<file path="src/rtl/stc_pkg.sv">
package stc_pkg;
  localparam int CODE_W_DEF = 7;
  localparam int GAP_DEF    = 4;
endpackage

</file>
<file path="src/rtl/stc_edge.sv">
module stc_edge (
  input  logic clk,
  input  logic rst,
  input  logic sig,
  output logic rise
);
  logic sig_q;

  always_ff @(posedge clk) begin
    if (rst) sig_q <= 1'b1;
    else     sig_q <= sig;
  end

  assign rise = sig & ~sig_q;
endmodule

</file>
<file path="src/rtl/stc_tracker.sv">
module stc_tracker #(
  parameter int CODE_W = stc_pkg::CODE_W_DEF,
  parameter int GAP    = stc_pkg::GAP_DEF
) (
  input  logic              clk,
  input  logic              rst,
  input  logic              margin,
  input  logic              pause,
  input  logic [CODE_W-1:0] loop_code,
  output logic              step,
  output logic              step_up
);
  localparam int GW = $clog2(GAP + 1);
  localparam logic [GW-1:0] RELOAD = GW'(GAP - 2);

  logic [CODE_W-1:0] ref_code;
  logic [GW-1:0]     gap_cnt;
  logic              pend;
  logic              pend_up;
  logic              consume;

  assign consume = pend & ~pause;

  always_ff @(posedge clk) begin
    if (rst) begin
      ref_code <= '0;
      gap_cnt  <= '0;
      pend     <= 1'b0;
      pend_up  <= 1'b0;
    end else if (!margin) begin
      pend    <= 1'b0;
      gap_cnt <= '0;
      if (!pause) ref_code <= loop_code;
    end else begin
      if (consume) begin
        pend    <= 1'b0;
        gap_cnt <= RELOAD;
      end else if (gap_cnt != '0) begin
        gap_cnt <= gap_cnt - 1'b1;
      end
      if (!pend && !pause && gap_cnt == '0 && loop_code != ref_code) begin
        pend    <= 1'b1;
        pend_up <= (loop_code > ref_code);
        if (loop_code > ref_code) ref_code <= ref_code + 1'b1;
        else                      ref_code <= ref_code - 1'b1;
      end
    end
  end

  assign step    = consume;
  assign step_up = pend_up;

  int since_step;
  always_ff @(posedge clk) begin
    if (rst)                 since_step <= GAP;
    else if (step)           since_step <= 0;
    else if (since_step < GAP) since_step <= since_step + 1;
  end

  AST_TRK_SPACING: assert property (@(posedge clk) disable iff (rst)
    step |-> (since_step >= GAP - 1));
endmodule

</file>
<file path="src/rtl/stc_stepper.sv">
module stc_stepper #(
  parameter int CODE_W = stc_pkg::CODE_W_DEF
) (
  input  logic              clk,
  input  logic              rst,
  input  logic              margin,
  input  logic              pause,
  input  logic [CODE_W-1:0] loop_code,
  input  logic              man_step,
  input  logic              man_up,
  input  logic              trk_step,
  input  logic              trk_up,
  output logic [CODE_W-1:0] tap
);
  localparam int MAXV = (1 << CODE_W) - 1;
  localparam int SW   = CODE_W + 3;

  logic signed [SW-1:0] sum;
  logic signed [SW-1:0] d_man;
  logic signed [SW-1:0] d_trk;
  logic [CODE_W-1:0]    sat_val;

  always_comb begin
    d_man = '0;
    d_trk = '0;
    if (man_step) d_man = man_up ? SW'(1) : -SW'(1);
    if (trk_step) d_trk = trk_up ? SW'(1) : -SW'(1);
    sum = $signed({3'b000, tap}) + d_man + d_trk;
    if (sum < 0)               sat_val = '0;
    else if (sum > SW'(MAXV))  sat_val = CODE_W'(MAXV);
    else                       sat_val = sum[CODE_W-1:0];
  end

  always_ff @(posedge clk) begin
    if (rst)          tap <= '0;
    else if (pause)   tap <= tap;
    else if (!margin) tap <= loop_code;
    else              tap <= sat_val;
  end

  AST_PAUSE_HOLD: assert property (@(posedge clk) disable iff (rst)
    pause |=> $stable(tap));

  AST_TRACK_COPY: assert property (@(posedge clk) disable iff (rst)
    (!margin && !pause) |=> (tap == $past(loop_code)));

  AST_STEP_BOUND: assert property (@(posedge clk) disable iff (rst)
    margin |=> ((int'(tap) - int'($past(tap)) <= 2) &&
                (int'($past(tap)) - int'(tap) <= 2)));
endmodule

</file>
<file path="src/rtl/strobe_tap_ctrl.sv">
module strobe_tap_ctrl #(
  parameter int CODE_W = stc_pkg::CODE_W_DEF,
  parameter int GAP    = stc_pkg::GAP_DEF
) (
  input  logic              clk,
  input  logic              rst,
  input  logic [CODE_W-1:0] loop_code,
  input  logic              margin_en,
  input  logic              move,
  input  logic              move_up,
  input  logic              pause,
  output logic [CODE_W-1:0] tap_code
);
  logic move_rise;
  logic man_step;
  logic trk_step;
  logic trk_up;

  stc_edge u_edge (
    .clk  (clk),
    .rst  (rst),
    .sig  (move),
    .rise (move_rise)
  );

  assign man_step = move_rise & margin_en & ~pause;

  stc_tracker #(.CODE_W(CODE_W), .GAP(GAP)) u_trk (
    .clk       (clk),
    .rst       (rst),
    .margin    (margin_en),
    .pause     (pause),
    .loop_code (loop_code),
    .step      (trk_step),
    .step_up   (trk_up)
  );

  stc_stepper #(.CODE_W(CODE_W)) u_step (
    .clk       (clk),
    .rst       (rst),
    .margin    (margin_en),
    .pause     (pause),
    .loop_code (loop_code),
    .man_step  (man_step),
    .man_up    (move_up),
    .trk_step  (trk_step),
    .trk_up    (trk_up),
    .tap       (tap_code)
  );
endmodule

</file>
<file path="config.mk">
export PLATFORM = sky130hd
export DESIGN_NAME = strobe_tap_ctrl
export DESIGN_NICKNAME = d
export VERILOG_FILES = /design/src/rtl/stc_pkg.sv /design/src/rtl/stc_edge.sv /design/src/rtl/stc_tracker.sv /design/src/rtl/stc_stepper.sv /design/src/rtl/strobe_tap_ctrl.sv
export SDC_FILE = /design/constraint.sdc
export NUM_CORES = 1
export LEC_CHECK = 0
export ABC_CLOCK_PERIOD_IN_PS = 5100
export BUFFER_PORTS_ARGS = -buffer_cell sky130_fd_sc_hd__buf_2
export CORE_ASPECT_RATIO = 1.2
export CORE_MARGIN = 10
export CORE_UTILIZATION = 50
export DETAILED_ROUTE_END_ITERATION = 10
export PLACE_DENSITY = 0.78
export SLEW_MARGIN = 10
export SYNTH_ARGS = -nofsm -noshare
export SYNTH_HDL_FRONTEND = slang
export SYNTH_SLANG_ARGS = --single-unit
</file>
<file path="constraint.sdc">
create_clock -name clk -period 5.1 [get_ports clk]
set_input_delay 0.255 -clock clk [delete_from_list [all_inputs] [get_ports clk]]
set_output_delay 0.255 -clock clk [all_outputs]
set_load 0.01 [all_outputs]
</file>
==> run_results.csv <==
group,metric,value,unit
clocking,cts.path.max_buffers,2,
logic_synthesis,netlist_area,1991,um^2
power_and_ir_drop,p_comb_share,38.2,%
detailed_routing,drc_errors,0,
clocking,cts_setup_buffers,0,
global_route,grt_max_degree,21,
finish,instances_no_fill,307,
die,die_x,77.60,um
setup_path,crit_path_max_incr_delay,0.58,ns
timing,drv_slew,0,
detailed_routing,wl_per_cell,15.19,um
power_and_ir_drop,switching_share,33.95,%
detailed_routing,final_antenna_net_count,0,
power_and_ir_drop,netSwitchingPower,0.0001887,W
logic_synthesis,synth_flop_cell,"dfxtp_1",
detailed_routing,vias,1719,
power_and_ir_drop,power_density,252.9,nW/um^2
detailed_routing,firstDrtPassIters,4,
die,die_area,6916,um^2
finish,nFillCells,384,
finish,antenna_cells,0,
setup_path,cp_top_family,"compound AO/OA/AOI/OAI gates",
clocking,cts_resized,0,
timing,hold_viol,0,
logic_synthesis,syn_avg_cell_area,8.399,um^2
logic_synthesis,synth_area_leaders,"dfxtp_1, ha_1, fa_1",
global_route,grt_pass1_vias,1703,
clocking,htree_levels,1,
finish,drive_gt1_share,13.44,%
logic_synthesis,synth_top_area_cell,"dfxtp_1",
placed_design,port_buffers,19,
setup_path,startpoint_type,"input pin",
setup_path,critPathKind,"input pin to flop",
setup_path,cp-end-kind,"flop",
timing,layout_min_cycle_time,4.200,ns
clocking,clk_pin_slew,0.08,ns
placed_design,hpwl,3.795,mm
setup_path,cp_data_required_time,5.22,ns
setup_path,path_cells,"buf_2 -> inv_1 -> or4b_1 -> or2_1 -> inv_1 -> fa_1 -> ha_1 -> inv_1 -> fa_1 -> nor2b_4 -> o31a_4 -> o41ai_4 -> a211oi_2 -> a311oi_2 -> a221oi_1",
detailed_routing,routed_wirelength,4.662,mm
power_and_ir_drop,seq_power_share,32.8,%
global_route,antenna_found_initial,0,
global_route,grt_pass1_wl,7.645,mm
setup_path,crit_buf_inv,4,
die,ioPinCount,20,
finish,final_net_count,299,
setup_path,reg2reg_slack,1.14,ns
die,fp.dieH,89.12,um
setup_path,cp.arrival,4.32,ns
die,num_rows,25,
power_and_ir_drop,ir_drop,0.1998,mV
power_and_ir_drop,power_frac_clock,29.0,%
detailed_routing,avgViaCountPerCell,5.599,
clocking,root_buffer,"clkbuf_8",
clocking,cts_sinks,20,
finish,utilization,56.68,%
finish,final_area,2198,um^2
logic_synthesis,synth_edf_count,0,
clocking,cts_inserted_buffers,3,
logic_synthesis,synthMostInstantiatedCell,"inv_1",
logic_synthesis,ys_seq_elements,20,
timing,tns,0,ns
die,start_util,51.32,%
timing,skew,0.003100,ns
logic_synthesis,synthArstFlopShare,0,%
timing,rsz0062_at_grt,"no",
power_and_ir_drop,power.leakage,1.033,nW
worst_hold_path,hold_class,"input pin to flop",
power_and_ir_drop,intPower,0.0003672,W
setup_path,cp_common_cell,"inv_1",
logic_synthesis,synth.yosys.warnings,0,
die,core-area,3879,um^2
setup_path,path_max_fanout,15,
placed_design,dp.cells,303,
logic_synthesis,syn-instance-count,237,
global_route,overflow,0,
status,status,"finished clean",
placed_design,gp_congestion,0.8361,
logic_synthesis,synth_top_area_share,20.11,%
power_and_ir_drop,total_power,0.0005559,W
timing,fin_crit_sh,82.36,%
clocking,cts_tree,"built",
setup_path,crit_slowest_cell,"or4b_1",
detailed_routing,drtIter0Drc,138,
timing,final-setup-viol-count,0,
logic_synthesis,yosysSeqAreaShare,20.11,%
clocking,clock_latency,0.26,ns
placed_design,dpl_cell_area,2127,um^2
timing,relSlewSlack,26.49,%
flow_run,max-cap-violations,0,
clocking,holdBufCountCts,0,
finish,area_growth,10.43,%
timing,fmaxAchievable,0.2381,GHz
logic_synthesis,yosysUniqueCellTypes,50,
global_route,track_usage,13.24,%
logic_synthesis,synth.top_cells.by_count,"inv_1, a21oi_1, nor2_1, ha_1, dfxtp_1",
logic_synthesis,synth_fp_nets,282,
timing,worstMarginPinSlew,1.093,ns
==> metrics by stage <==
step                hold WS [ns]  setup WS [ns]
finish                    0.2112         0.8997
global route              0.1998         0.6134
CTS                       0.1984         0.9189
detailed placement        0.4752         0.6370
global placement          0.4752         0.7683
floorplan                 0.3616          1.265
==> worst register-to-register path, cell delays in order (launching register included) <==
cell and delay [ns]:
dfxtp_1 0.30, or4b_1 0.50, or2_1 0.35, inv_1 0.20
fa_1 0.45, ha_1 0.22, inv_1 0.07, fa_1 0.25
nor2b_4 0.06, o31a_4 0.31, o41ai_4 0.35, a211oi_2 0.08
a311oi_2 0.53, a221oi_1 0.15
==> per-layer routing <==
| layer | track usage (%) | vias up | wire length, um |
|---|---|---|---|
| met2 | 25.06 | 39 | 2483 |
| met4 | 3.322 | 0 | 64 |
| li1 | - | 874 | - |
| met3 | 2.414 | 6 | 219 |
| met1 | 14.89 | 800 | 1895 |
| met5 | 0 | - | 0 |
==> final timing paths <==
| path | from | to | cells past startpoint |
|---|---|---|---|
| hold reg to reg | u_trk.gap_cnt[2]$_SDFFE_PP0P_ | u_trk.gap_cnt[2]$_SDFFE_PP0P_ | 2 |
| hold / removal | move | u_edge.sig_q$_SDFF_PP1_ | 2 |
| setup reg to reg | u_edge.sig_q$_SDFF_PP1_ | u_step.tap[6]$_SDFFE_PP0N_ | 13 |
| setup / recovery | margin_en | u_step.tap[6]$_SDFFE_PP0N_ | 15 |
==> flip-flops by register name, summed over array words and instances (netlist names) <==
signal	flops
u_edge.sig_q	1
u_trk.step_up	1
u_trk.gap_cnt	3
u_trk.pend	1
u_trk.ref_code	7
u_step.tap	7
==> layout by cell type, fill, tap and decap left out, drive strengths merged, types with 2 or more instances in the layout <==
master / Yosys / routed
o21ai: 6 / 6
fa: 10 / 10
a21o: 7 / 7
o41ai: 5 / 5
xor2: 4 / 4
nand2b: 5 / 5
nor2: 24 / 24
xnor2: 3 / 3
a31oi: 2 / 2
or2: 4 / 4
a211oi: 8 / 8
clkbuf: 6 / 3
nand2: 11 / 11
inv: 28 / 28
ha: 22 / 22
nor3: 6 / 6
nor4b: 2 / 2
nand3: 2 / 2
a221oi: 3 / 3
buf: 1 / 19
a311oi: 2 / 2
nor2b: 10 / 10
dfxtp: 20 / 20
mux2i: 2 / 2
o311ai: 3 / 3
a21oi: 25 / 25
==> layout make-up <==
type                    count  area, um^2  area share [%]
multi-input cells         182        1459           66.36
flip-flops and latches     20       400.4           18.21
inverters                  28       105.1           4.781
repair buffers             19       95.09           4.326
well taps                  54       67.56           3.073
clock buffers               3       41.29           1.878
clock inverters             1       30.03           1.366
==> power groups by stage <==
stage | sequential (W) | clock, W | combinational, W
after global routing | 0.000185 | 0.000170 | 0.000240
after detailed placement | 0.000186 | 0 | 0.000209
final | 0.000182 | 0.000161 | 0.000213
after floorplan | 0.000185 | 0 | 0.000161
after global placement | 0.000186 | 0 | 0.000205
after CTS | 0.000182 | 0.000164 | 0.000212
==> cell families after synthesis <==
family,after synthesis,share of synthesized area [%]
compound gates,69,26.15
buf+inv,35,6.599
xor+xnor,7,3.080
flops,20,20.11
simple gates,72,19.17
fa+ha+maj,32,23.88
mux,2,1.006
(Power assumes the default switching activity.)
